<file path="src/rtl/txs_pkg.sv">
package txs_pkg;
  localparam int unsigned STAT_W      = 16;
  localparam int unsigned ST_TXOK     = 0;
  localparam int unsigned ST_BCAST    = 1;
  localparam int unsigned ST_COL1     = 2;
  localparam int unsigned ST_COLN     = 3;
  localparam int unsigned ST_DEFER    = 4;
  localparam int unsigned ST_EXCDEF   = 5;
  localparam int unsigned ST_LOSTCRS  = 6;
  localparam int unsigned ST_LATECOL  = 7;
  localparam int unsigned ST_UNDERRUN = 8;
  localparam int unsigned ST_CTRROLL  = 9;
  localparam int unsigned ST_LINK     = 10;
  localparam int unsigned ST_TXEN     = 11;
  localparam int unsigned NUM_EVT     = 4;
  // event counter slots inside the counter register
  localparam int unsigned EV_DEFER    = 0;
  localparam int unsigned EV_EXCDEF   = 1;
  localparam int unsigned EV_COL1     = 2;
  localparam int unsigned EV_COLN     = 3;
endpackage

</file>
<file path="src/rtl/txs_sat_counter.sv">
module txs_sat_counter #(
  parameter int unsigned W = 4
) (
  input  logic         clk,
  input  logic         rst,
  input  logic         clr,
  input  logic         inc,
  output logic [W-1:0] cnt,
  output logic         full
);
  assign full = &cnt;

  always_ff @(posedge clk) begin
    if (rst || clr) begin
      cnt <= '0;
    end else if (inc && !full) begin
      cnt <= cnt + 1'b1;
    end
  end
endmodule

</file>
<file path="src/rtl/txs_ifg_window.sv">
module txs_ifg_window #(
  parameter int unsigned CYC = 160
) (
  input  logic clk,
  input  logic rst,
  input  logic start,
  input  logic carrier,
  output logic hit
);
  localparam int unsigned CW = $clog2(CYC + 1);

  logic [CW-1:0] left;

  // window covers the start cycle plus CYC-1 following cycles
  assign hit = carrier && (start || (left != '0));

  always_ff @(posedge clk) begin
    if (rst) begin
      left <= '0;
    end else if (start) begin
      left <= CW'(CYC - 1);
    end else if (left != '0) begin
      left <= left - 1'b1;
    end
  end
endmodule

</file>
<file path="src/rtl/txs_link_sync.sv">
module txs_link_sync (
  input  logic clk,
  input  logic rst,
  input  logic link_n,
  output logic link_ok,
  output logic link_chg
);
  logic s1, s2;

  always_ff @(posedge clk) begin
    if (rst) begin
      s1       <= 1'b1;
      s2       <= 1'b1;
      link_ok  <= 1'b0;
      link_chg <= 1'b0;
    end else begin
      s1       <= link_n;
      s2       <= s1;
      link_ok  <= ~s2;
      link_chg <= (~s2) != link_ok;
    end
  end
endmodule

</file>
<file path="src/rtl/eth_txstat_tracker.sv">
module eth_txstat_tracker
  import txs_pkg::*;
#(
  parameter int unsigned LATE_BYTES      = 64,
  parameter int unsigned EXC_DEFER_BYTES = 3036,
  parameter int unsigned IFG_CYCLES      = 160,
  parameter int unsigned EVT_W           = 4
) (
  input  logic                     clk,
  input  logic                     rst,
  input  logic                     frm_start,
  input  logic                     frm_end,
  input  logic                     preamble_end,
  input  logic                     byte_tick,
  input  logic                     collision,
  input  logic                     underrun,
  input  logic                     defer_active,
  input  logic                     carrier_sense,
  input  logic                     ifg_start,
  input  logic                     bcast_frame,
  input  logic                     mon_carrier_en,
  input  logic                     link_n,
  input  logic                     txen_wr,
  input  logic                     txen_wdata,
  input  logic                     ctr_rd,
  output logic                     tx_enable,
  output logic                     jam,
  output logic [STAT_W-1:0]        status,
  output logic                     snap_valid,
  output logic [STAT_W-1:0]        snap_word,
  output logic [NUM_EVT*EVT_W-1:0] ctr_word,
  output logic                     link_irq
);
  localparam int unsigned BYTE_W = $clog2(LATE_BYTES + 1);
  localparam int unsigned DEF_W  = $clog2(EXC_DEFER_BYTES + 2);

  // frame byte position and accumulated deferral
  logic [BYTE_W-1:0] byte_cnt;
  logic              byte_full;
  logic [DEF_W-1:0]  def_cnt;
  logic              def_full;
  logic              done_q;

  txs_sat_counter #(.W(BYTE_W)) u_bytes (
    .clk(clk), .rst(rst), .clr(frm_start), .inc(byte_tick),
    .cnt(byte_cnt), .full(byte_full)
  );

  txs_sat_counter #(.W(DEF_W)) u_defer (
    .clk(clk), .rst(rst), .clr(done_q), .inc(byte_tick && defer_active),
    .cnt(def_cnt), .full(def_full)
  );

  logic ifg_hit;
  txs_ifg_window #(.CYC(IFG_CYCLES)) u_ifg (
    .clk(clk), .rst(rst), .start(ifg_start), .carrier(carrier_sense),
    .hit(ifg_hit)
  );

  logic link_ok;
  txs_link_sync u_link (
    .clk(clk), .rst(rst), .link_n(link_n),
    .link_ok(link_ok), .link_chg(link_irq)
  );

  // event decode
  logic late_hit, lost_hit, fatal, en_set, en_clr, exc_hit;
  assign late_hit = collision && (byte_full || (byte_cnt >= BYTE_W'(LATE_BYTES)));
  assign lost_hit = preamble_end && mon_carrier_en && !carrier_sense;
  assign fatal    = underrun || late_hit || lost_hit;
  assign en_set   = txen_wr && txen_wdata;
  assign en_clr   = txen_wr && !txen_wdata;
  assign exc_hit  = !done_q && (def_full || (def_cnt > DEF_W'(EXC_DEFER_BYTES)));

  // status flags
  logic f_underrun, f_late, f_lost, f_txok, f_col1, f_coln;
  logic f_bcast, f_defer, f_exc, f_roll;
  logic in_frame, stop_pend, frame_err;
  logic [1:0] col_n;

  // per-frame event counters
  logic [NUM_EVT-1:0] ev_inc, ev_full;
  assign ev_inc[EV_DEFER]  = done_q && f_defer;
  assign ev_inc[EV_EXCDEF] = done_q && f_exc;
  assign ev_inc[EV_COL1]   = done_q && f_col1;
  assign ev_inc[EV_COLN]   = done_q && f_coln;

  for (genvar i = 0; i < NUM_EVT; i++) begin : g_evt
    txs_sat_counter #(.W(EVT_W)) u_evt (
      .clk(clk), .rst(rst), .clr(ctr_rd), .inc(ev_inc[i]),
      .cnt(ctr_word[i*EVT_W +: EVT_W]), .full(ev_full[i])
    );
  end

  always_comb begin
    status              = '0;
    status[ST_TXOK]     = f_txok;
    status[ST_BCAST]    = f_bcast;
    status[ST_COL1]     = f_col1;
    status[ST_COLN]     = f_coln;
    status[ST_DEFER]    = f_defer;
    status[ST_EXCDEF]   = f_exc;
    status[ST_LOSTCRS]  = f_lost;
    status[ST_LATECOL]  = f_late;
    status[ST_UNDERRUN] = f_underrun;
    status[ST_CTRROLL]  = f_roll;
    status[ST_LINK]     = link_ok;
    status[ST_TXEN]     = tx_enable;
  end

  // transmit enable: fatal events win, software stop waits for frame end
  always_ff @(posedge clk) begin
    if (rst) begin
      tx_enable <= 1'b0;
      stop_pend <= 1'b0;
    end else if (fatal) begin
      tx_enable <= 1'b0;
      stop_pend <= 1'b0;
    end else if (en_set) begin
      tx_enable <= 1'b1;
      stop_pend <= 1'b0;
    end else if (en_clr) begin
      if (in_frame && !frm_end) begin
        stop_pend <= 1'b1;
      end else begin
        tx_enable <= 1'b0;
      end
    end else if (stop_pend && frm_end) begin
      tx_enable <= 1'b0;
      stop_pend <= 1'b0;
    end
  end

  // latched fatal flags: cleared only by an enable write of 1
  always_ff @(posedge clk) begin
    if (rst) begin
      f_underrun <= 1'b0;
      f_late     <= 1'b0;
      f_lost     <= 1'b0;
    end else begin
      if (underrun)    f_underrun <= 1'b1;
      else if (en_set) f_underrun <= 1'b0;
      if (late_hit)    f_late     <= 1'b1;
      else if (en_set) f_late     <= 1'b0;
      if (lost_hit)    f_lost     <= 1'b1;
      else if (en_set) f_lost     <= 1'b0;
    end
  end

  // per-frame tracking
  always_ff @(posedge clk) begin
    if (rst) begin
      in_frame  <= 1'b0;
      frame_err <= 1'b0;
      col_n     <= '0;
      f_txok    <= 1'b0;
      f_col1    <= 1'b0;
      f_coln    <= 1'b0;
      f_bcast   <= 1'b0;
      f_defer   <= 1'b0;
      f_exc     <= 1'b0;
      f_roll    <= 1'b0;
      done_q    <= 1'b0;
      jam       <= 1'b0;
    end else begin
      done_q <= frm_end;
      jam    <= late_hit;

      if (frm_start)    in_frame <= 1'b1;
      else if (frm_end) in_frame <= 1'b0;

      if (frm_start)  frame_err <= fatal;
      else if (fatal) frame_err <= 1'b1;

      if (frm_start)                   col_n <= '0;
      else if (collision && col_n != 2'd3) col_n <= col_n + 2'd1;

      if (frm_start) begin
        f_txok <= 1'b0;
        f_col1 <= 1'b0;
        f_coln <= 1'b0;
      end else if (frm_end) begin
        f_txok <= !(frame_err || fatal);
        f_col1 <= (col_n == 2'd1);
        f_coln <= (col_n >= 2'd2);
      end

      if (bcast_frame)    f_bcast <= 1'b1;
      else if (frm_start) f_bcast <= 1'b0;

      if (ifg_hit)     f_defer <= 1'b1;
      else if (done_q) f_defer <= 1'b0;

      if (exc_hit)     f_exc <= 1'b1;
      else if (done_q) f_exc <= 1'b0;

      if (ctr_rd)        f_roll <= 1'b0;
      else if (|ev_full) f_roll <= 1'b1;
    end
  end

  // one status copy per completed frame
  always_ff @(posedge clk) begin
    if (rst) begin
      snap_valid <= 1'b0;
      snap_word  <= '0;
    end else begin
      snap_valid <= done_q;
      if (done_q) snap_word <= status;
    end
  end
endmodule

</file>
<file path="config.mk">
export PLATFORM = sky130hd
export DESIGN_NAME = eth_txstat_tracker
export DESIGN_NICKNAME = d
export VERILOG_FILES = /design/src/rtl/txs_pkg.sv /design/src/rtl/txs_sat_counter.sv /design/src/rtl/txs_ifg_window.sv /design/src/rtl/txs_link_sync.sv /design/src/rtl/eth_txstat_tracker.sv
export SDC_FILE = /design/constraint.sdc
export NUM_CORES = 1
export LEC_CHECK = 0
export BUFFER_PORTS_ARGS = -buffer_cell sky130_fd_sc_hd__buf_2
export CAP_MARGIN = 20
export CORE_ASPECT_RATIO = 0.75
export CORE_MARGIN = 4
export CORE_UTILIZATION = 40
export DETAILED_ROUTE_END_ITERATION = 7
export PLACE_DENSITY = 0.71
export SLEW_MARGIN = 20
export SYNTH_ARGS = -nofsm -noshare
export SYNTH_HDL_FRONTEND = slang
export SYNTH_SLANG_ARGS = --single-unit
</file>
<file path="constraint.sdc">
create_clock -name clk -period 1.49 [get_ports clk]
set_input_delay 0.2235 -clock clk [delete_from_list [all_inputs] [get_ports clk]]
set_output_delay 0.2235 -clock clk [all_outputs]
set_load 0.05 [all_outputs]
</file>
* Word-level counts from Yosys, hierarchy flattened *
Index checks and enable logic that the tools add are counted.

operators by class
  bitwise gates (word level) = 1
  equality and inequality tests = 5
  reduce and logical (&&, ||, !) cells = 67
  add/subtract/negate cells = 8
  muxes and demuxes = 21
  $lt $le $gt $ge = 3

operators with widths
  cell                                                   number
  logical AND 1 bit                                      21
  nonzero test 2 bit                                     10
  two-way mux 1 bit                                      19
  adder 4 x 1 -> 4 bit, second input constant            4
  two-way mux 8 bit                                      2
  AND reduction 4 bit                                    4
  adder 12 x 1 -> 12 bit, second input constant          1
  greater-than comparator 12 bit, second input constant  1
  AND reduction 12 bit                                   1
  logical NOT 1 bit                                      11
  logical OR 1 bit                                       9
  nonzero test 8 bit                                     1
  OR reduction 2 bit                                     4
  subtractor 8 x 1 -> 8 bit, second input constant       1
  adder 7 x 1 -> 7 bit, second input constant            1
  >= comparator 7 bit, second input constant             1
  AND reduction 7 bit                                    1
  AND reduction 2 bit                                    2
  OR reduction 4 bit                                     1
  inequality test 3 bit, second input constant           1
  nonzero test 3 bit                                     1
  OR reduction 3 bit                                     1
  adder 2 x 1 -> 2 bit, second input constant            1
  == test 2 x 1 -> 1 bit, second input constant          1
  other kinds (5)                                        5

storage, ports and cells
  word-level logic and storage cells = 136
  register bits after elaboration = 78
  bits of input ports = 17
  output and inout bits = 52

* Depth between registers and ports, before layout *
Gate-level depths: netlist of the first run.

  depth after elaboration = 7
  gate-level depth with buffers = 6
  gate-level depth less buffers = 6

* Hierarchy *
Synthesis of the first run repeated with hierarchy kept, for this count alone.

unflattened totals
  cells, all modules = 407
  area, all modules = 3723.6 µm²

by module, submodules not included
  module                                area an instance (µm²)  sequential area each (µm²)  cells an instance  instances
  eth_txstat_tracker                    1366.3                  620.6                       148                1
  txs_sat_counter (g_evt[0].u_evt ...)  211.5                   80.1                        22                 4
  txs_sat_counter (u_defer)             618.1                   240.2                       73                 1
  txs_ifg_window                        447.9                   160.2                       53                 1
  txs_sat_counter (u_bytes)             336.6                   140.1                       36                 1
  txs_link_sync                         108.9                   80.1                        9                  1

* Worst setup path before layout of the first run *
OpenSTA, ideal clock, no wires.

  kind = reg2reg
  start = reg u_defer.cnt[1]
  end = reg u_defer.cnt[2]
  setup slack = -139 ps
  buffers on the path = 0
  data arrival time = 1570 ps
  setup time = 59 ps
  cell stages (with the launch flop) = 6
  data required time = 1431 ps
  cells stage by stage = dfxtp_1 -> ha_1 -> nand3_1 -> or4_4 -> a311oi_1 -> a41o_1

between the ends
  word-level cells in the longest chain between the ends = 3
  elaborated cells on any way between the ends = 4
  those cells by class = add/sub: 1; reduce/logical: 3

RTL lines
  element                                                         line                   text
  start: declaration                                              txs_sat_counter.sv:8   output logic [W-1:0] cnt,
  start signal: assignment                                        txs_sat_counter.sv:17  cnt <= cnt + 1'b1;
  branches (longest 3 deep; another with adder 12 x 1 -> 12 bit)  --

Several ways; the timed one is not identified.
A chain may end at the register's enable or synchronous reset.

* Final worst setup path of the first run *
  start = reg u_defer.cnt[1]
  end = reg u_defer.cnt[3]

The elaborated chain is that of the path after synthesis.

==> metrics, run 1 <==
first-pass GRT wire length 13.7 mm; DP Wirelength 5.61 mm; CTS tree built; Post-Synth Adder-Cell Area 0.0428; Post-Synth Simple-Gate Area 0.234; main flop type after synthesis dfxtp_1; vias in the first global route 2975; Max Slew Vio Count 0; Worst Hold End u_link.s1; R2R Path Start u_defer.cnt[1]; GPL Wtd Cong 0.875; CTS sink cnt 78; Clock Power Share 0.452; slowest stage cell, crit path or4_4; largest net degree at the start of global routing 21; Die Y 89.1 microns; Clock Skew 0.00771 ns; drt total wl 7.87 mm; worst setup margin -0.0917 ns; Cells after DPL 564; Max-Cap Viols 0; Syn Area/Cell 8.72 sq um; Fin. Hold Viols 0; reg2reg end u_defer.cnt[3]; per-cell routed wire length 13.4 microns; hold-fix buffers at CTS 0; DR DRC count 0; final net count 504; Sequential Power Share 0.459; Area growth syn-to-layout 23.8%; Final Setup Violations 4; Hold Path Depth 2; Top delay family on crit path simple AND/OR/NAND/NOR gates; crit end category register; P_sw 1140 uW; Post-Synthesis Cells 402; DRT antenna net count 0; IO buf count 60; fin cells 588; Mapped Area 0.00350 sq mm; H-tree levels 3; r2r setup slk -0.09 ns; Startpoint Class register; Combinational Power Share 0.089; io pins 69; Cell Chain, Critical Path ha_4 -> nand3_4 -> or4_4 -> buf_6 -> a31o_2; WP depth 5; status finished, violations left; min-delay worst type in2reg; GRT Overall Usage 0.164; crit share post-route 1.06; fillers 798; R2R cell count 5; Synth Area in XOR/XNOR 0.0450; Internal 3620 uW; DP Area 0.00394 sq mm; pre-CTS setup slack -0.102 ns; share of layout cells above drive strength 1 0.279; router iterations before antenna repair 4; VDD IR max 0.536 mV; Power Density 1100 mW/mm^2; violated checks setup timing; Synth Area in Compound Gates 0.123; most frequent cells in the layout 65 x dfxtp_1, 60 x buf_2, 56 x nor2_1; design area 0.00434 sq mm; Arr. time, crit path 1.81 ns; die width 116 microns; EDFF count, synth 0; Initial DRC Count 113; via count 3009; Distinct cells, synth 43; Clock Path Buffers 2; clk_lat worst skew 0.33 ns; Ys Warns 0; ys async rst share 0; Root Buffer clkbuf_16; mux share of post-synthesis cell area 0.0343; most common cell after layout, fill and taps aside dfxtp_1; RSZ-0062 raised after global routing yes; core area 0.00849 sq mm; initial core utilization 0.413; TritonCTS buffer count 9; Worst EP required 1.72 ns; Crit Path Class reg2reg; CP max stage delay 0.58 ns; FMAX 632 MHz; CP bufs+invs 1; Lkg Pwr 0.00187 uW; total grt overflow 0; Via density 5.12; number of synthesized register bits 78; sequential fraction of the synthesis area 0.446; clock-pin slew of the registers on the worst-case setup and hold paths 0.06 ns; main combinational cell family by area after synthesis simple AND/OR/NAND/NOR gates; initial antenna violation count 0; switch share 0.239; diodes inserted 0; FP Rows 29; CP max FO 4; post-layout min period 1.58 ns; die footprint 0.0103 sq mm; hold path start link_n
==> worst register-to-register path, delay by kind of cell, from the launching register on <==
family | cells | cell delay [ns]
buffers and inverters | 1 | 0.14
AO/OA/AOI/OAI | 1 | 0.18
flip-flops | 1 | 0.36
adder cells (fa/ha/maj) | 1 | 0.15
AND/OR/NAND/NOR | 2 | 0.65
==> stage by stage <==
stage	util	hold slack, ns	setup TNS [ns]	total power (uW)
final	0.511	0.0755	-0.204	4760
after global placement	0.464	0.395	0	2630
after floorplan	-	0.327	0	2560
after detailed placement	0.464	0.400	-0.102	2640
after global routing	0.511	0.0700	-0.622	4960
after CTS	0.506	0.0682	-0.131	4790
==> layout make-up <==
type / count / area [sq um] / area share
tap: 108 / 135 / 0.0311
multi-input combinational: 284 / 1760 / 0.405
timing repair buffer: 90 / 529 / 0.122
sequential: 78 / 1580 / 0.364
clock buffer: 13 / 250 / 0.0577
inverter: 12 / 45.0 / 0.0104
clock inverter: 3 / 43.8 / 0.0101
==> flip-flops by register name, summed over array words and instances, names as in the netlist, 2 cells and up <==
signal	cells
u_defer.cnt	12
col_n	2
snap_word	12
u_ifg.left	8
u_bytes.cnt	7
g_evt.u_evt.cnt	16
==> layer usage <==
layer	vias to the layer above	global-route usage	routed length (microns)
li1	1512	-	-
met1	1408	0.208	3680
met2	76	0.272	3660
met3	13	0.0426	401
met4	0	0.0580	119
met5	-	0	0
==> Yosys cell counts, drive strengths merged (11+ instances only) <==
library cell   n  area (sq um)
a21oi         29           145
buf           24           171
clkbuf        11          42.5
dfxtp         78          1560
ha            12           150
inv           12          45.0
mux2i         12           120
nand2         30           113
nand3         14          70.1
nor2          56           210
nor3          16          80.1
xnor2         14           123
==> timing repair <==
| action | in CTS | in global routing |
|---|---|---|
| pin swaps | 4 | 8 |
| setup endpoints to repair | 3 | 18 |
| gates cloned | 0 | 0 |
| buffers inserted | 5 | 3 |
| resized for setup | 7 | 6 |
==> power by group through the flow <==
stage	clock (uW)	sequential, uW	combinational [uW]
final	2150	2180	425
after global routing	2300	2190	469
after CTS	2180	2180	423
after detailed placement	0	2230	415
after global placement	0	2230	408
after floorplan	0	2250	310
==> worst max path at each step <==
stage | start | endpoint
2_1_floorplan | u_defer.cnt[6] | u_defer.cnt[8]
3_3_place_gp | u_defer.cnt[1] | u_defer.cnt[2]
3_5_place_dp | u_defer.cnt[1] | u_defer.cnt[2]
4_1_cts | u_defer.cnt[1] | u_defer.cnt[2]
5_1_grt | u_defer.cnt[1] | u_defer.cnt[11]
6_report | u_defer.cnt[1] | u_defer.cnt[3]
==> logic make-up (layout without fill, tap and decap cells) <==
group	Yosys count	after routing
simple gates	168	168
flops	78	78
compound gates	66	66
buf+inv	47	118
xor+xnor	18	18
fa+ha+maj	12	12
mux	12	12
other cells	1	8
Note: power is estimated with default switching activity, not from simulation.
==> run 2: changes to the inputs <==
--- a/config.mk
+++ b/config.mk
@@ -5,6 +5,7 @@
 export SDC_FILE = /design/constraint.sdc
 export NUM_CORES = 1
 export LEC_CHECK = 0
+export ABC_AREA = 1
 export BUFFER_PORTS_ARGS = -buffer_cell sky130_fd_sc_hd__buf_2
 export CAP_MARGIN = 20
 export CORE_ASPECT_RATIO = 0.75
==> metrics, run 2 <==
Distinct cells, synth 35 (-19%); CTS tree built; Crit Path Class reg2reg; R2R cell count 6 (+1); busiest layer in global routing met2; R2R Path Start u_defer.cnt[1]; sequential fraction of the synthesis area 0.443 (-0.00253); slowest stage cell, crit path dfxtp_1; r2r setup slk 0.11 ns (+0.20 ns); first-pass GRT wire length 12.7 mm (-6.9%); Top reg by flops g_evt.u_evt.cnt; IO buf count 60 (unchanged); DR DRC count 0 (unchanged); FP Rows 29 (unchanged); H-tree levels 3 (unchanged); Clock Path Buffers 2 (unchanged); Fin. Hold Viols 0 (unchanged); final core occ 0.494 (-0.0173); Post-Synthesis Cells 469 (+17%); diodes inserted 0 (unchanged); CTS sink cnt 78 (unchanged); Synth top area share 0.443 (-0.00253); CP Launch Point u_defer.cnt[1]; vias in the first global route 2832 (-4.8%); min-delay worst type in2reg; Startpoint Class register; Max Slew Vio Count 0 (unchanged); crit end category register; share of layout cells above drive strength 1 0.206 (-0.0732); CP max FO 4 (unchanged); drt total wl 7.95 mm (+1.1%); VDD IR max 0.650 mV (+21%); GPL Wtd Cong 0.818 (-6.5%); TritonCTS buffer count 9 (unchanged); Clock Skew 0.00644 ns (-0.00127 ns); fin cells 642 (+9.2%); largest registers g_evt.u_evt.cnt: 16 flops, snap_word: 12 flops, u_defer.cnt: 12 flops; met1 Usage GRT 0.208 (+0.000242); die footprint 0.0104 sq mm (+0.53%); io pins 69 (unchanged); ys async rst share 0 (unchanged); Initial DRC Count 171 (+51%); reg2reg end u_defer.cnt[10]; Ys Warns 0 (unchanged); Mapped Area 0.00352 sq mm (+0.57%); status completed; most common cell after layout, fill and taps aside nand2_1; DP Wirelength 6.03 mm (+7.4%); Die Y 89.3 microns (+0.26%); clock-pin slew of the registers on the worst-case setup and hold paths 0.06 ns (about the same); Cell Chain, Critical Path ha_1 -> nand3_2 -> nor2_2 -> nand4_2 -> o21ai_0 -> nor2_1; FMAX 724 MHz (+15%); Area growth syn-to-layout 19.5%; Via density 4.83 (-5.6%); most numerous cell in the Yosys netlist nand2_1; Largest register FFs 16 (unchanged); Max-Cap Viols 0 (unchanged); via count 3102 (+3.1%); Lkg Pwr 0.00197 uW (+5.0%); most frequent cells in the layout 94 x nand2_1, 71 x dfxtp_1, 60 x buf_2; die width 116 microns (+0.26%); core area 0.00853 sq mm (+0.43%); met3 Track Usage GR 0.0406 (-0.00203); CP max stage delay 0.37 ns (-0.21 ns); per-cell routed wire length 12.4 microns (-7.4%); Power Density 1140 mW/mm^2 (+3.7%); met2 Use GR 0.244 (-0.0280); area leader, netlist dfxtp_1; post-layout min period 1.38 ns (-0.201 ns); EDFF count, synth 0 (unchanged); main flop type after synthesis dfxtp_1; Root Buffer clkbuf_16; GRT Overall Usage 0.155 (-0.00919); final net count 558 (+11%); total setup buffers inserted after CTS 0 (-5); commonest cells in the netlist 94 x nand2_1, 78 x dfxtp_1, 59 x inv_1, 53 x nor2_1, 39 x a21oi_1; largest net degree at the start of global routing 21 (unchanged); Syn Area/Cell 7.52 sq um (-14%); dominant cells by area after synthesis dfxtp_1 44%, nand2_1 10%, inv_1 6.3%; Final Setup Violations 0 (-4); router iterations before antenna repair 4 (unchanged); worst setup path end u_defer.cnt[10]; Arr. time, crit path 1.60 ns (-0.21 ns); WHS 0.0733 ns (-0.00223 ns); clk_lat worst skew 0.33 ns (about the same); number of synthesized register bits 78 (unchanged); total grt overflow 0 (unchanged); initial antenna violation count 0 (unchanged); crit share post-route 0.927 (-0.135); initial core utilization 0.413 (+0.000591); Cells after DPL 626 (+11%); DRT antenna net count 0 (unchanged); Worst EP required 1.71 ns (about the same)
==> run 2: cell types whose count changed after synthesis, moves of 10 or more <==
cell,previous run,this run
nand2_1,30,94
inv_1,12,59
mux2i_1,12,0
xnor2_1,14,1
a21oi_1,29,39
nor3_1,16,3
o21ai_0,9,26
==> run 2: cell type report <==
type	count	area, sq um
inverters	63	236
flip-flops and latches	78	1570
multi-input cells	310	1600
fillers	825	4320
well taps	108	135
clock inverters	6	61.3
repair buffers	67	365
clock buffers	10	239
==> run 2: worst min-delay path by stage <==
stage | cells after the start | from | to | slack, ns
floorplan | 1 | rst | jam | 0.31
global placement | 1 | u_link.s1 | u_link.s2 | 0.39
detailed placement | 1 | u_link.s1 | u_link.s2 | 0.40
CTS | 2 | link_n | u_link.s1 | 0.07
global route | 2 | link_n | u_link.s1 | 0.08
finish | 2 | link_n | u_link.s1 | 0.07
==> run 2: layer usage <==
layer	share of wire	vias to the layer above
met4	0.0096	0
met5	0	-
met2	0.45	71
li1	-	1599
met3	0.052	6
met1	0.49	1426
==> run 2: stage by stage <==
stage          power (uW)  cell area, sq um  setup TNS, ns  worst slack [ns]
3_3_place_gp         2640              3890              0             0.129
6_report             4790              4210              0             0.109
2_1_floorplan        2560              3560              0            0.0164
5_1_grt              4980              4210       -0.00549          -0.00549
4_1_cts              4820              4190              0            0.0749
3_5_place_dp         2650              3890              0            0.0778
==> run 2: logic make-up (layout without fill, tap and decap cells) <==
group / Yosys count / after routing / synth area share
AO/OA/AOI/OAI: 83 / 83 / 0.129
XOR/XNOR: 11 / 11 / 0.0273
adder cells (fa/ha/maj): 12 / 12 / 0.0426
buffers and inverters: 88 / 146 / 0.116
flip-flops: 78 / 78 / 0.443
other: 1 / 8 / 0.00106
AND/OR/NAND/NOR: 196 / 196 / 0.241
==> run 2: worst max-delay path: cells and delay by family (launching register included) <==
kind | cells | cell delay, ns
DFF | 1 | 0.37
AOI/OAI and AO/OA | 1 | 0.19
adders and majority gates | 1 | 0.22
and+or+nand+nor | 4 | 0.49
==> run 2: power breakdown <==
part | leakage, uW | internal [uW] | switching [uW] | total (uW)
logic | 0.00118 | 122 | 307 | 429
clock network | 0.000148 | 1340 | 843 | 2180
registers | 0.000638 | 2140 | 41.3 | 2180
==> run 2: repair_timing <==
| item | in CTS | in global routing |
|---|---|---|
| endpoints found under the setup margin | 0 | 10 |
| resized for setup | 0 | 4 |
| hold buffers | 0 | 0 |
